<file path="src/rtl/lsync_pkg.sv">
package lsync_pkg;

  localparam int unsigned CG_W = 10;

  // Comma code group in each running disparity
  localparam logic [CG_W-1:0] COMMA_RDN = 10'b0011111010;
  localparam logic [CG_W-1:0] COMMA_RDP = 10'b1100000101;

  typedef enum logic {
    ST_HUNT   = 1'b0,
    ST_LOCKED = 1'b1
  } lsync_state_e;

  function automatic logic is_comma(input logic [CG_W-1:0] cg);
    return (cg == COMMA_RDN) || (cg == COMMA_RDP);
  endfunction

endpackage

</file>
<file path="src/rtl/lsync_comma_det.sv">
module lsync_comma_det
  import lsync_pkg::*;
(
  input  logic [CG_W-1:0] cg,
  output logic            hit
);

  localparam int unsigned NPAT = 2;
  localparam logic [NPAT-1:0][CG_W-1:0] PATS = {COMMA_RDP, COMMA_RDN};

  logic [NPAT-1:0] match;

  for (genvar p = 0; p < NPAT; p++) begin : g_pat
    assign match[p] = (cg == PATS[p]);
  end

  assign hit = |match;

endmodule

</file>
<file path="src/rtl/lsync_acq_cnt.sv">
module lsync_acq_cnt #(
  parameter int unsigned ACQ_COMMAS = 4,
  localparam int unsigned CW = $clog2(ACQ_COMMAS + 1)
) (
  input  logic          clk,
  input  logic          rst,
  input  logic          hunt,
  input  logic          vld,
  input  logic          err,
  input  logic          comma,
  output logic          acq_done,
  output logic [CW-1:0] cnt_o
);

  localparam logic [CW-1:0] C_LAST = CW'(ACQ_COMMAS - 1);

  logic [CW-1:0] cnt_q;

  assign acq_done = hunt && vld && !err && comma && (cnt_q == C_LAST);
  assign cnt_o    = cnt_q;

  always_ff @(posedge clk) begin
    if (rst || !hunt) begin
      cnt_q <= '0;
    end else if (vld) begin
      if (err) begin
        cnt_q <= '0;
      end else if (comma) begin
        cnt_q <= acq_done ? '0 : cnt_q + 1'b1;
      end
    end
  end

endmodule

</file>
<file path="src/rtl/lsync_err_trk.sv">
module lsync_err_trk #(
  parameter int unsigned LOSS_ERRS = 17,
  parameter int unsigned GOOD_RUN  = 16,
  localparam int unsigned EW = $clog2(LOSS_ERRS + 1),
  localparam int unsigned RW = $clog2(GOOD_RUN + 1)
) (
  input  logic          clk,
  input  logic          rst,
  input  logic          locked,
  input  logic          vld,
  input  logic          err,
  output logic          lose,
  output logic [EW-1:0] lvl_o
);

  localparam logic [EW-1:0] E_LAST = EW'(LOSS_ERRS - 1);
  localparam logic [RW-1:0] R_LAST = RW'(GOOD_RUN - 1);

  logic [EW-1:0] err_q;
  logic [RW-1:0] run_q;

  assign lose  = locked && vld && err && (err_q == E_LAST);
  assign lvl_o = err_q;

  always_ff @(posedge clk) begin
    if (rst || !locked) begin
      err_q <= '0;
      run_q <= '0;
    end else if (vld) begin
      if (err) begin
        run_q <= '0;
        err_q <= lose ? '0 : err_q + 1'b1;
      end else if (run_q == R_LAST) begin
        run_q <= '0;
        if (err_q != '0) err_q <= err_q - 1'b1;
      end else begin
        run_q <= run_q + 1'b1;
      end
    end
  end

endmodule

</file>
<file path="src/rtl/lsync_top.sv">
module lsync_top
  import lsync_pkg::*;
#(
  parameter int unsigned ACQ_COMMAS = 4,
  parameter int unsigned LOSS_ERRS  = 17,
  parameter int unsigned GOOD_RUN   = 16
) (
  input  logic            clk,
  input  logic            rst,
  input  logic            grp_vld,
  input  logic [CG_W-1:0] grp_cg,
  input  logic            grp_err,
  output logic            sync_ok
);

  localparam int unsigned CW = $clog2(ACQ_COMMAS + 1);
  localparam int unsigned EW = $clog2(LOSS_ERRS + 1);

  lsync_state_e  state_q, state_d;
  logic          comma_hit;
  logic          acq_done;
  logic          lose;
  logic [CW-1:0] comma_lvl;
  logic [EW-1:0] err_lvl;

  lsync_comma_det u_det (
    .cg  (grp_cg),
    .hit (comma_hit)
  );

  lsync_acq_cnt #(.ACQ_COMMAS(ACQ_COMMAS)) u_acq (
    .clk      (clk),
    .rst      (rst),
    .hunt     (state_q == ST_HUNT),
    .vld      (grp_vld),
    .err      (grp_err),
    .comma    (comma_hit),
    .acq_done (acq_done),
    .cnt_o    (comma_lvl)
  );

  lsync_err_trk #(.LOSS_ERRS(LOSS_ERRS), .GOOD_RUN(GOOD_RUN)) u_err (
    .clk    (clk),
    .rst    (rst),
    .locked (state_q == ST_LOCKED),
    .vld    (grp_vld),
    .err    (grp_err),
    .lose   (lose),
    .lvl_o  (err_lvl)
  );

  always_comb begin
    state_d = state_q;
    case (state_q)
      ST_HUNT:   if (acq_done) state_d = ST_LOCKED;
      ST_LOCKED: if (lose)     state_d = ST_HUNT;
      default:                 state_d = ST_HUNT;
    endcase
  end

  always_ff @(posedge clk) begin
    if (rst) state_q <= ST_HUNT;
    else     state_q <= state_d;
  end

  assign sync_ok = (state_q == ST_LOCKED);

endmodule

</file>
<file path="config.mk">
export PLATFORM = sky130hd
export DESIGN_NAME = lsync_top
export DESIGN_NICKNAME = d
export VERILOG_FILES = /design/src/rtl/lsync_pkg.sv /design/src/rtl/lsync_comma_det.sv /design/src/rtl/lsync_acq_cnt.sv /design/src/rtl/lsync_err_trk.sv /design/src/rtl/lsync_top.sv
export SDC_FILE = /design/constraint.sdc
export NUM_CORES = 1
export LEC_CHECK = 0
export BUFFER_PORTS_ARGS = -buffer_cell sky130_fd_sc_hd__clkbuf_2
export CAP_MARGIN = 20
export CORE_MARGIN = 8
export CORE_UTILIZATION = 49
export DETAILED_ROUTE_END_ITERATION = 6
export GPL_ROUTABILITY_DRIVEN = 0
export HOLD_SLACK_MARGIN = 0.03
export PLACE_DENSITY = 0.73
export SLEW_MARGIN = 15
export SYNTH_ARGS = -nofsm -noshare
export SYNTH_HDL_FRONTEND = slang
export SYNTH_SLANG_ARGS = --single-unit
export TNS_END_PERCENT = 10
</file>
<file path="constraint.sdc">
create_clock -name clk -period 1.6 [get_ports clk]
set_input_delay 0.08 -clock clk [delete_from_list [all_inputs] [get_ports clk]]
set_output_delay 0.08 -clock clk [all_outputs]
set_load 0.02 [all_outputs]
</file>
Word level (Yosys, flattened, before mapping)
Index checks and enable logic that the tools add are counted.

word-level totals
  word-level logic and storage cells = 44
  output and inout bits = 1
  flip-flop bits (word level) = 14

operators by class
  add/sub/neg operators = 4
  bitwise operators = 1
  equal/unequal tests = 5
  reduce and logical (&&, ||, !) cells = 18
  mux-type cells = 12

operator list
  cell                    number
  $mux W5                 6
  $add A5 B1 Y5 const B   2
  $eq A10 B10 Y1 const B  1
  $eq A10 B8 Y1 const B   1
  $mux W3                 3
  $logic_and A1 B1 Y1     7
  $reduce_bool A2 Y1      3
  $eq A5 B4 Y1 const B    1
  $eq A5 B5 Y1 const B    1
  $reduce_bool A5 Y1      1
  $sub A5 B1 Y5 const B   1
  $add A3 B1 Y3 const B   1
  $eq A3 B2 Y1 const B    1
  $reduce_and A3 Y1       1
  $logic_not A1 Y1        2
  $logic_or A1 B1 Y1      2
  $mux W1                 2
  $pmux W1 S2             1
  $reduce_and A2 Y1       1
  $reduce_or A2 Y1        1
  $not A1 Y1              1

Longest topological paths before layout
Gate-level depths: netlist (run 1).

  depth in word-level cells = 8
  gate-level depth with buffers = 6
  depth with buffers taken out = 6

Modules after synthesis
A second synthesis (run 1) with hierarchy kept.

unflattened totals
  cell total of the unflattened synthesis = 96
  area total of the unflattened synthesis = 839.6 µm²

by module, submodules not included
  module           cells an instance  area an instance (µm²)  instances
  lsync_err_trk    67                 578.1                   1
  lsync_acq_cnt    18                 155.1                   1
  lsync_comma_det  6                  61.3                    1
  lsync_top        5                  45.0                    1

Least setup slack after synthesis (run 1)
No wires, ideal clock.

  path kind = register to register
  from = register u_err.err_q[0] (netlist: u_err.lvl_o[0])
  to = register u_err.err_q[2] (netlist: u_err.lvl_o[2])
  clock period less this slack = 1.605 ns
  slack = -0.005 ns
  stages on the path, launching flop included = 7
  data required time = 1.483 ns
  data arrival time = 1.488 ns
  path buffers = 0
  cell sequence = dfxtp_1 inv_1 ha_1 or3b_4 o21ai_4 a31oi_2 a32o_1

between the ends
  longest elaborated chain between the ends = 4
  elaborated cells between the ends (all ways) = 11
  those cells by class = 2 x add/sub; 1 x eq/ne; 4 x mux; 4 x reduce/logical

ends and longest elaborated chain
  element                                                line                                      source
  start, declared                                        lsync_err_trk.sv:19                       logic [EW-1:0] err_q;
  start signal, assigned                                 lsync_err_trk.sv:32                       err_q <= lose ? '0 : err_q + 1'b1;
  start signal, assigned                                 lsync_err_trk.sv:35                       if (err_q != '0) err_q <= err_q - 1'b1;
  $sub A5 B1 Y5 / $eq A5 B5 Y1 (equally long branches)   lsync_err_trk.sv:35, lsync_err_trk.sv:22
  $mux W5 / $logic_and A1 B1 Y1 (equally long branches)  lsync_err_trk.sv:35, lsync_err_trk.sv:22
  $mux W5 (on tied branches)                             lsync_err_trk.sv:33, lsync_err_trk.sv:32
  $mux W5                                                lsync_err_trk.sv:30                       if (err) begin

Several ways; a longest one is shown, not always the timed one. The select of a mux whose other input is x is not followed.
A chain may end at the register's enable or synchronous reset.

Worst setup path in the final report (run 1)
  from = register u_err.err_q[0] (netlist: u_err.lvl_o[0])
  to = register u_err.err_q[4] (netlist: u_err.lvl_o[4])

Same word-level chain as after synthesis.

==> results of run 1 <==
tightest hold or removal path, delay by kind of cell:
kind,cells,cell delay [ns]
AO/OA/AOI/OAI,1,0.05
buffers and inverters,1,0.12
AND/OR/NAND/NOR,2,0.14
cell type report:
type                       count  area, µm²  share of cell area, %
clock buffer                   4       36.3                   3.15
inverter                       6       22.5                   1.96
multi-input combinational     85        647                   56.2
sequential                    14        282                   24.5
tap                           27       33.8                   2.93
timing repair buffer          22        130                   11.3
cells by family (layout without fill, tap and decap cells):
kind of cell | after synthesis | in the layout | synth area share [%]
and+or+nand+nor | 47 | 47 | 30.2
AOI/OAI and AO/OA | 30 | 30 | 23.6
muxes | 3 | 3 | 3.20
buffers and inverters | 11 | 32 | 6.92
DFF | 14 | 14 | 29.8
adders and majority gates | 4 | 4 | 5.33
xor gates and xnor gates | 1 | 1 | 0.932
synth_stat cells:
cell,number
dfxtp_1,14
a21oi_1,9
nor2_1,8
nand2_1,7
inv_1,5
nand3_1,5
nand4_1,5
and4b_1,4
ha_1,4
nor3_1,4
a32o_1,3
buf_6,3
mux2i_1,3
nand2b_1,3
o21ai_0,3
nor4_1,2
o211a_1,2
o22ai_1,2
o31ai_1,2
a31o_2,1
a31oi_1,1
a31oi_2,1
and2_1,1
buf_2,1
clkbuf_1,1
inv_2,1
nand3b_1,1
nor2b_1,1
nor3b_1,1
nor4b_1,1
nor4b_2,1
nor4bb_1,1
o211ai_1,1
o21ai_1,1
o21ai_4,1
o311ai_0,1
o31a_1,1
o32a_1,1
or3b_4,1
or4_1,1
xor2_1,1
power by group:
group	total (mW)	switching, mW	internal, mW
combinational	0.0615	0.0383	0.0232
clock	0.259	0.120	0.139
sequential	0.348	0.0000152	0.348
metrics by stage:
stage	hold slack, ns	TNS, ns	instances	utilization, %	cell area (µm²)
detailed placement	0.438	-0.0980	152	55.7	1050
global route	0.145	-0.107	158	61.2	1150
global placement	0.430	0	152	55.7	1050
floorplan	0.276	0	110	-	942
CTS	0.135	0	158	59.0	1110
finish	0.129	0	158	61.2	1150
flip-flops by register name, summed over array words and instances, names as in the netlist:
signal	count
u_err.lvl_o	5
u_err.run_q	5
u_acq.cnt_o	3
sync_ok	1
final timing paths:
| path | from | to | slack, ns |
|---|---|---|---|
| hold reg to reg | u_acq.cnt_o[2] | u_acq.cnt_o[2] | 0.46 |
| setup / recovery | u_err.lvl_o[0] | u_err.lvl_o[4] | 0.005 |
| hold / removal | rst | sync_ok | 0.13 |
| setup reg to reg | u_err.lvl_o[0] | u_err.lvl_o[4] | 0.005 |
layer usage:
layer	global-route usage, %	vias to the layer above	share of wire (%)
li1	-	467	-
met1	13.9	420	42
met2	23.5	18	53
met3	4.95	4	3.8
met4	4.76	0	0.94
met5	0	-	0
layout by cell type (no fill, tap or decap), types with 2 or more instances in the layout:
| master | n |
|---|---|
| dfxtp_1 | 13 |
| nand3_1 | 5 |
| o22ai_1 | 2 |
| nor2_1 | 8 |
| clkbuf_4 | 3 |
| ha_1 | 3 |
| inv_2 | 3 |
| o211a_1 | 2 |
| nand4_1 | 5 |
| nand2_1 | 7 |
| o31ai_1 | 2 |
| nor3_1 | 2 |
| nand2b_1 | 3 |
| mux2i_1 | 3 |
| inv_1 | 3 |
| clkbuf_2 | 14 |
| and4b_1 | 4 |
| a21oi_1 | 9 |
| buf_4 | 8 |
| nor4_1 | 2 |
| nor3_4 | 2 |
| a32o_1 | 3 |
| o21ai_0 | 3 |
what timing repair did:
item	in CTS	in global routing
gates resized for setup	1	9
setup buffers	2	0
gates cloned	0	0
pin swaps	2	3
endpoints found under the setup margin	3	5
==> qor.yml, run 1 <==
cts-root-buf: "clkbuf_4"
fmax_mhz: 627
arrival_ns: 1.79
grt_pass1_wl_um: 3700
fillers: 181
holdPathStages: 4
grt_pass1_vias: 895
end_kind: "register"
ir_drop_v: 0.000628
cp_top_family: "compound AO/OA/AOI/OAI gates"
core_area_mm2: 0.00188
area.growth.synth_to_final_pct: 22.5
status: "completed"
cpPeakStageDelay_ns: 0.40
hold_buffers: 0
num_rows: 16
cts_tree: "built"
r2r_cells: 6
num_vias: 909
cp.required_ns: 1.79
place.port_buffers: 14
initial_core_util_pct: 49.9
drc: 0
wirelength_um: 2240
rsz0062_at_grt: "true"
drive_gt1_share_pct: 29.0
nets: 150
syn_inst: 110
critPathBufInv: 1
layout_setup_ws_ns: 0.00509
drv_slew: 0
worstPathCellList: "inv_2 -> ha_4 -> or3b_4 -> o21ai_4 -> a31oi_4 -> a32o_1"
antenna_found_initial: 0
final_hold_viol_count: 0
critPathMaxFanout: 5
power.total_mw: 0.668
synth_fp_nets: 128
ys_types: 41
maxSlewHeadroom_pct: 69.5
die_height_um: 59.8
drv_cap: 0
slowest_stage: "or3b_4"
drt_iter0_drc: 30
yosysWarnings: 0
post_drt_wl_per_cell_um: 14.2
clock_path_buffers: 2
grt_max_degree: 19
drtPass1Iterations: 4
yosys-top-cells-area: "dfxtp_1 (30%), ha_1 (5.3%), a21oi_1 (4.8%)"
yosys.area.top_type: "dfxtp_1"
layout_min_cycle_time_ns: 1.59
synth.avg_cell_area_um2: 8.54
p_per_area_mw_per_mm2: 580
skew_ns: 0.0107
setup.worst_path.class: "register to register"
dp_slack_ns: -0.0399
place_hpwl_um: 1580
setup_viol: 0
p_leak_nw: 0.478
synth_top_area_share_pct: 29.8
die_w_um: 59.8
cts.sinks: 14
synth-seq-cells: 14
clk_pin_slew_ns: 0.09
gr-total-overflow: 0
worstMarginPinSlew_ns: 0.453
numCtsBuffers: 3
crit_cells: 6
die-area_mm2: 0.00357
fin_crit_sh_pct: 99.7
diodes: 0
yosysSeqAreaShare_pct: 29.8
drtAntennaViolNets: 0
h-tree-depth: 1
clk_latency_ns: 0.29
syn_area_um2: 940
via_per_inst: 5.75
critical_path.startpoint_type: "register"
grt_usage_pct: 13.3
ios: 15
hold_path_class: "input pin to register"
(Power assumes the default switching activity.)
==> run 2, diff against run 1 <==
- CORE_UTILIZATION: 49 -> 44
- GPL_TIMING_DRIVEN: unset -> 1
- PLACE_DENSITY: 0.73 -> unset
- clock period: 1.6 -> 1.75 ns (I/O delays scaled with it)
==> run 2 against run 1 <==
  * Register-to-register slack improved by 0.097 ns
  * Sequential power fell by 8.6%
  * Critical path type unchanged
  * Via count rose by 1.8%
  * Count of clock-buffer cells in the layout did not move
==> qor.yml, run 2 (synthesis results as in run 1) <==
worstMarginPinSlew_ns: 0.417  # -0.0362 ns
cts_tree: "built"
drv_slew: 0  # unchanged
fmax_mhz: 607  # -3.2%
worst_hold_slack_ns: 0.150  # +0.0218 ns
via_per_inst: 5.97  # +3.7%
num_rows: 16  # unchanged
finish.utilization_pct: 54.8  # -6.4 points
critical_path.startpoint_type: "register"
ios: 15  # unchanged
cpPeakStageDelay_ns: 0.41  # about the same
rsz0062_at_grt: "false"
arrival_ns: 1.82  # +0.03 ns
clk_latency_ns: 0.28  # about the same
critPathMaxFanout: 5  # unchanged
p_per_area_mw_per_mm2: 557  # -4.1%
h-tree-depth: 1  # unchanged
die-area_mm2: 0.00387  # +8.3%
place_hpwl_um: 1720  # +9.2%
r2r_setup_slack_ns: 0.10  # +0.10 ns
drtAntennaViolNets: 0  # unchanged
gr-total-overflow: 0  # unchanged
initial_core_util_pct: 47.4  # -2.5 points
skew_ns: 0.00246  # -0.00819 ns
fillers: 191  # +5.5%
ir_drop_v: 0.000430  # -32%
die_height_um: 62.2  # +4.0%
drv_cap: 0  # unchanged
rr_endpoint: "u_err.lvl_o[2]"
nets: 147  # -2.0%
min_from: "rst"
switching_power_mw: 0.137  # -13%
p_leak_nw: 0.456  # -4.7%
core_area_mm2: 0.00198  # +5.3%
num_vias: 925  # +1.8%
swShare_pct: 22.7  # -0.95 points
clk_pin_slew_ns: 0.09  # about the same
power_frac_seq_pct: 52.6  # +0.5 points
fin_crit_sh_pct: 94.2  # -5.5 points
clock_path_buffers: 2  # unchanged
cts.sinks: 14  # unchanged
antenna_found_initial: 0  # unchanged
intPower_mw: 0.467  # -8.4%
setup_viol: 0  # unchanged
area.growth.synth_to_final_pct: 15.6
tns_ns: 0  # unchanged
worstPathCellList: "inv_1 -> ha_2 -> or3b_4 -> o21ai_4 -> a31oi_2 -> a32o_1"
hold_buffers: 0  # unchanged
place.port_buffers: 14  # unchanged
r2r-start: "u_err.lvl_o[0]"
dp_slack_ns: 0.0843  # +0.124 ns
grt_pass1_vias: 858  # -4.1%
status: "completed"
cts-root-buf: "clkbuf_4"
p_comb_share_pct: 9.1  # about the same
drc: 0  # unchanged
place_inst: 151  # -0.66%
slowest_stage: "or3b_4"
stdcell_count: 155  # -1.9%
drive_gt1_share_pct: 23.4  # -5.6 points
p_clk_share_pct: 38.3  # -0.4 points
numCtsBuffers: 3  # unchanged
grt_usage_pct: 10.8  # -2.5 points
wirelength_um: 2190  # -2.5%
grt_pass1_wl_um: 3530  # -4.7%
final_hold_viol_count: 0  # unchanged
hold_path_class: "input pin to register"
r2r_cells: 6  # unchanged
layout_setup_ws_ns: 0.102  # +0.0968 ns
post_drt_wl_per_cell_um: 14.1  # -0.56%
grt_max_degree: 12  # -7
setup.worst_path.class: "register to register"
cp.required_ns: 1.92  # +0.13 ns
diodes: 0  # unchanged
drtPass1Iterations: 4  # unchanged
maxSlewHeadroom_pct: 72.0  # +2.4 points
end_kind: "register"
layout_min_cycle_time_ns: 1.65  # +0.0532 ns
holdPathStages: 4  # unchanged
min_to: "sync_ok"
die_w_um: 62.2  # +4.0%
drt_iter0_drc: 26  # -13%
most-common-layout-cells: "clkbuf_2 (14), dfxtp_1 (14), a21oi_1 (9), nor2_1 (8), nand2_1 (7)"
[run 2: cell count changes in the layout (fill, tap and decap cells not counted)]
cell / delta
a31oi_4: -1
dfxtp_2: -1
ha_4: -1
inv_1: +2
a31oi_2: +1
dfxtp_1: +1
buf_4: -3
nor3_4: -2
ha_2: +1
inv_2: -2
nor3_1: +2
[run 2: per-layer routing]
metal	vias up	GRT usage, %	routed length [µm]
met1	437	11.0	969
met4	0	5.83	34
met3	4	2.87	95
li1	460	-	-
met2	24	19.4	1090
met5	-	0	0
[run 2: per-stage QoR]
step                cell area (µm²)  power [mW]
finish                         1090       0.605
floorplan                       940       0.358
detailed placement             1040       0.380
global route                   1090       0.636
CTS                            1070       0.616
global placement               1040       0.379
[run 2: timing repair]
item / 4_1_cts / 5_1_grt
gates resized for setup: 0 / 2
endpoints found under the setup margin: 0 / 3
setup buffers: 0 / 0
[run 2: worst max-delay path: cells and delay by family, from the launching register on]
kind	cells	cell delay, ns
flops	1	0.32
simple gates	1	0.41
buf+inv	1	0.07
compound gates	3	0.53
fa+ha+maj	1	0.21
[run 2: worst max-delay path by stage]
stage,from,to,slack (ns),cells after the start
2_1_floorplan,u_err.lvl_o[0],u_err.lvl_o[2],0.14,6
3_3_place_gp,u_err.lvl_o[0],u_err.lvl_o[2],0.13,6
3_5_place_dp,u_err.lvl_o[0],u_err.lvl_o[2],0.08,6
4_1_cts,u_err.lvl_o[0],u_err.lvl_o[2],0.07,6
5_1_grt,u_err.lvl_o[0],u_err.lvl_o[2],0.01,6
6_report,u_err.lvl_o[0],u_err.lvl_o[2],0.10,6
[run 2: layout make-up]
cell class,count,area [µm²],area share (%)
sequential,14,280,25.8
inverter,6,22.5,2.07
timing repair buffer,19,108,9.91
clock buffer,4,36.3,3.34
tap,27,33.8,3.11
multi-input combinational,85,606,55.8
[run 2: power groups by stage]
stage	clock network (mW)	logic, mW	registers, mW
floorplan	0	0.0322	0.326
global placement	0	0.0535	0.326
detailed placement	0	0.0547	0.326
CTS	0.243	0.0548	0.318
global route	0.257	0.0604	0.318
finish	0.231	0.0551	0.318
==> run 3, diff against run 2 <==
- ABC_AREA: unset -> 1
- CTS_CLUSTER_SIZE: unset -> 20
==> run 3 against run 2 <==
  * Non-clock buffer count decreased by 5
  * Maximum frequency increased by 11%
  * Wire length decreased by 10%
  * Critical path depth increased by 5
==> qor.yml, run 3 <==
status: "completed"
synth_ff_type: "dfxtp_1"
synth_top_area_share_pct: 27.9  # -2.0 points
postLayoutCellArea_mm2: 0.00111  # +2.6%
fin_crit_sh_pct: 85.0  # -9.2 points
area.growth.synth_to_final_pct: 10.8
hold_buffers: 0  # unchanged
yosysWarnings: 0  # unchanged
multi_input_area_um2: 617  # +1.9%
skew_ns: 0.00588  # +0.00342 ns
rsz0062_at_grt: "false"
die_height_um: 63.8  # +2.6%
initial_core_util_pct: 45.9  # -1.5 points
grt_pass1_wl_um: 3450  # -2.1%
maxSlewHeadroom_pct: 80.6  # +8.7 points
drtAntennaViolNets: 0  # unchanged
crit_cells: 11  # +5
cp_top_family: "simple AND/OR/NAND/NOR gates"
syn_area_mm2: 0.00101  # +7.1%
cts_tree: "built"
num_vias: 905  # -2.2%
worstPathCellList: "inv_1 -> ha_1 -> inv_1 -> nor2_2 -> nand2_2 -> inv_1 -> nand2_2 -> nand2_1 -> nor2_1 -> nor2_1 -> a21oi_1"
cts-root-buf: "clkbuf_4"
yosys-top-cells-area: "dfxtp_1 (28%), nand2_1 (12%), nor2_1 (9.0%)"
netlist_top_cells_count: "nand2_1 (32), nor2_1 (24), inv_1 (20), dfxtp_1 (14), a21oi_1 (8)"
nets: 183  # +24%
final_hold_viol_count: 0  # unchanged
synth_fa_ha_area_share_pct: 4.98  # -0.35 points
synth-xor-area-share_pct: 4.35  # +3.4 points
arrival_ns: 1.70  # -0.12 ns
synth_simple_gate_area_share_pct: 38.9  # +8.7 points
grt_usage_pct: 10.3  # -0.53 points
critPathMaxFanout: 4  # -1
gr-total-overflow: 0  # unchanged
synth.avg_cell_area_um2: 6.80  # -20%
ir_drop_v: 0.000448  # +4.2%
antenna_found_initial: 0  # unchanged
cts_resized: 0  # unchanged
grt_max_degree: 10  # -2
ys_async_sr_fraction_pct: 0  # unchanged
most-common-layout-cells: "nand2_1 (32), nor2_1 (24), inv_1 (20), clkbuf_2 (14), dfxtp_1 (14)"
muxShareOfSynthArea_pct: 0  # -3.2 points
power.total_mw: 0.580  # -4.1%
syn_inst: 148  # +35%
synth-seq-cells: 14  # unchanged
yosysSeqAreaShare_pct: 27.9  # -2.0 points
die_w_um: 63.8  # +2.6%
diodes: 0  # unchanged
cpPeakStageDelay_ns: 0.39  # -0.02 ns
clk_latency_ns: 0.28  # about the same
synth_top_family_by_area: "simple AND/OR/NAND/NOR gates"
post_cts_buffers: 0  # unchanged
hold_path_class: "input pin to register"
drtPass1Iterations: 4  # unchanged
worstMarginPinSlew_ns: 0.290  # -0.127 ns
post_drt_wl_per_cell_um: 10.3  # -27%
r2r_cells: 11  # +5
drv_cap: 0  # unchanged
drv_slew: 0  # unchanged
ios: 15  # unchanged
cp.required_ns: 1.97  # +0.05 ns
core_area_mm2: 0.00219  # +11%
tns_ns: 0  # unchanged
setup.worst_path.class: "register to register"
die-area_mm2: 0.00407  # +5.2%
layout_min_cycle_time_ns: 1.49  # -0.160 ns
via_per_inst: 4.74  # -21%
clk_pin_slew_ns: 0.08  # about the same
fmax_mhz: 672  # +11%
wirelength_um: 1970  # -10%
setup_viol: 0  # unchanged
drive_gt1_share_pct: 23.3  # -0.12 points
yosys.area.top_type: "dfxtp_1"
place_hpwl_um: 1560  # -9.3%
worst_hold_slack_ns: 0.129  # -0.0208 ns
synth_fp_nets: 166  # +30%
cts.sinks: 14  # unchanged
synth-compound-area-share_pct: 13.1  # -11 points
yosysMostFrequentCell: "nand2_1"
slowest_stage: "dfxtp_1"
numCtsBuffers: 3  # unchanged
place.port_buffers: 14  # unchanged
end_kind: "register"
synth_edf_count: 0  # unchanged
grt_pass1_vias: 874  # +1.9%
cpMostUsedCell: "inv_1"
drc: 0  # unchanged
p_leak_nw: 0.515  # +13%
critPathBufInv: 3  # +2
final_common_cell: "nand2_1"
fillers: 212  # +11%
clock_path_buffers: 2  # unchanged
ff_latch_area_um2: 280  # unchanged
ys_types: 30  # -27%
place_area_mm2: 0.00109  # +5.2%
drt_iter0_drc: 40  # +54%
num_rows: 17  # +1
p_per_area_mw_per_mm2: 520  # -6.6%
holdPathStages: 4  # unchanged
critical_path.startpoint_type: "register"
h-tree-depth: 1  # unchanged
[run 3: cell types whose count changed after synthesis, moves of 4 or more]
cell | previous run | this run
and4b_1 | 4 | 0
inv_1 | 5 | 20
nand2_1 | 7 | 32
nand2_2 | 0 | 5
nand4_1 | 5 | 0
nor2_1 | 8 | 24
o21ai_1 | 1 | 5
[run 3: worst register-to-register path, stage by stage (launching register included)]
cell and delay (ns):
dfxtp_1 0.39, inv_1 0.10, ha_1 0.21, inv_1 0.06, nor2_2 0.04, nand2_2 0.10
inv_1 0.07, nand2_2 0.10, nand2_1 0.09, nor2_1 0.11, nor2_1 0.05, a21oi_1 0.11
[run 3: metrics by stage]
step	instances	setup WS (ns)	utilization (%)
2_1_floorplan	148	0.399	-
3_3_place_gp	188	0.294	49.9
3_5_place_dp	188	0.265	49.9
4_1_cts	191	0.258	50.9
5_1_grt	191	0.0896	50.9
6_report	191	0.262	50.9
[run 3: final cells by class]
class	instances	area share (%)
Clock buffer	3	2.02
Inverter	24	8.08
Multi-Input combinational cell	108	55.3
Sequential cell	14	25.1
Tap cell	28	3.14
Timing Repair Buffer	14	6.29
[run 3: cell families (layout without fill, tap and decap cells)]
logic type               count (synthesis)  count (layout)
AO/OA/AOI/OAI                           21              21
XOR/XNOR                                 5               5
flip-flops                              14              14
AND/OR/NAND/NOR                         78              78
buffers and inverters                   26              41
adder cells (fa/ha/maj)                  4               4
[run 3: final timing paths]
| kind | from | end | slack (ns) |
|---|---|---|---|
| worst max register to register | u_err.lvl_o[0] | u_err.lvl_o[4] | 0.26 |
| worst min-delay path | rst | u_err.run_q[4] | 0.13 |
| worst min register to register | u_err.run_q[4] | u_err.run_q[4] | 0.45 |
| worst max-delay path | u_err.lvl_o[0] | u_err.lvl_o[4] | 0.26 |
[run 3: power breakdown]
group / leakage (nW) / total [mW] / internal [mW] / switching [mW]
Sequential: 0.113 / 0.322 / 0.321 / 0.00134
Combinational: 0.388 / 0.0781 / 0.0304 / 0.0477
Clock: 0.0138 / 0.179 / 0.0798 / 0.0995
[run 3: per-layer routing]
metal  GRT usage (%)  vias to the layer above  routed length, µm  share of wire (%)
met1            11.1                      397                935                 47
met3            4.70                        2                111                5.6
met4            3.34                        0                 17               0.86
met5               0                        -                  0                  0
li1                -                      495                  -                  -
met2            17.3                       11                904                 46
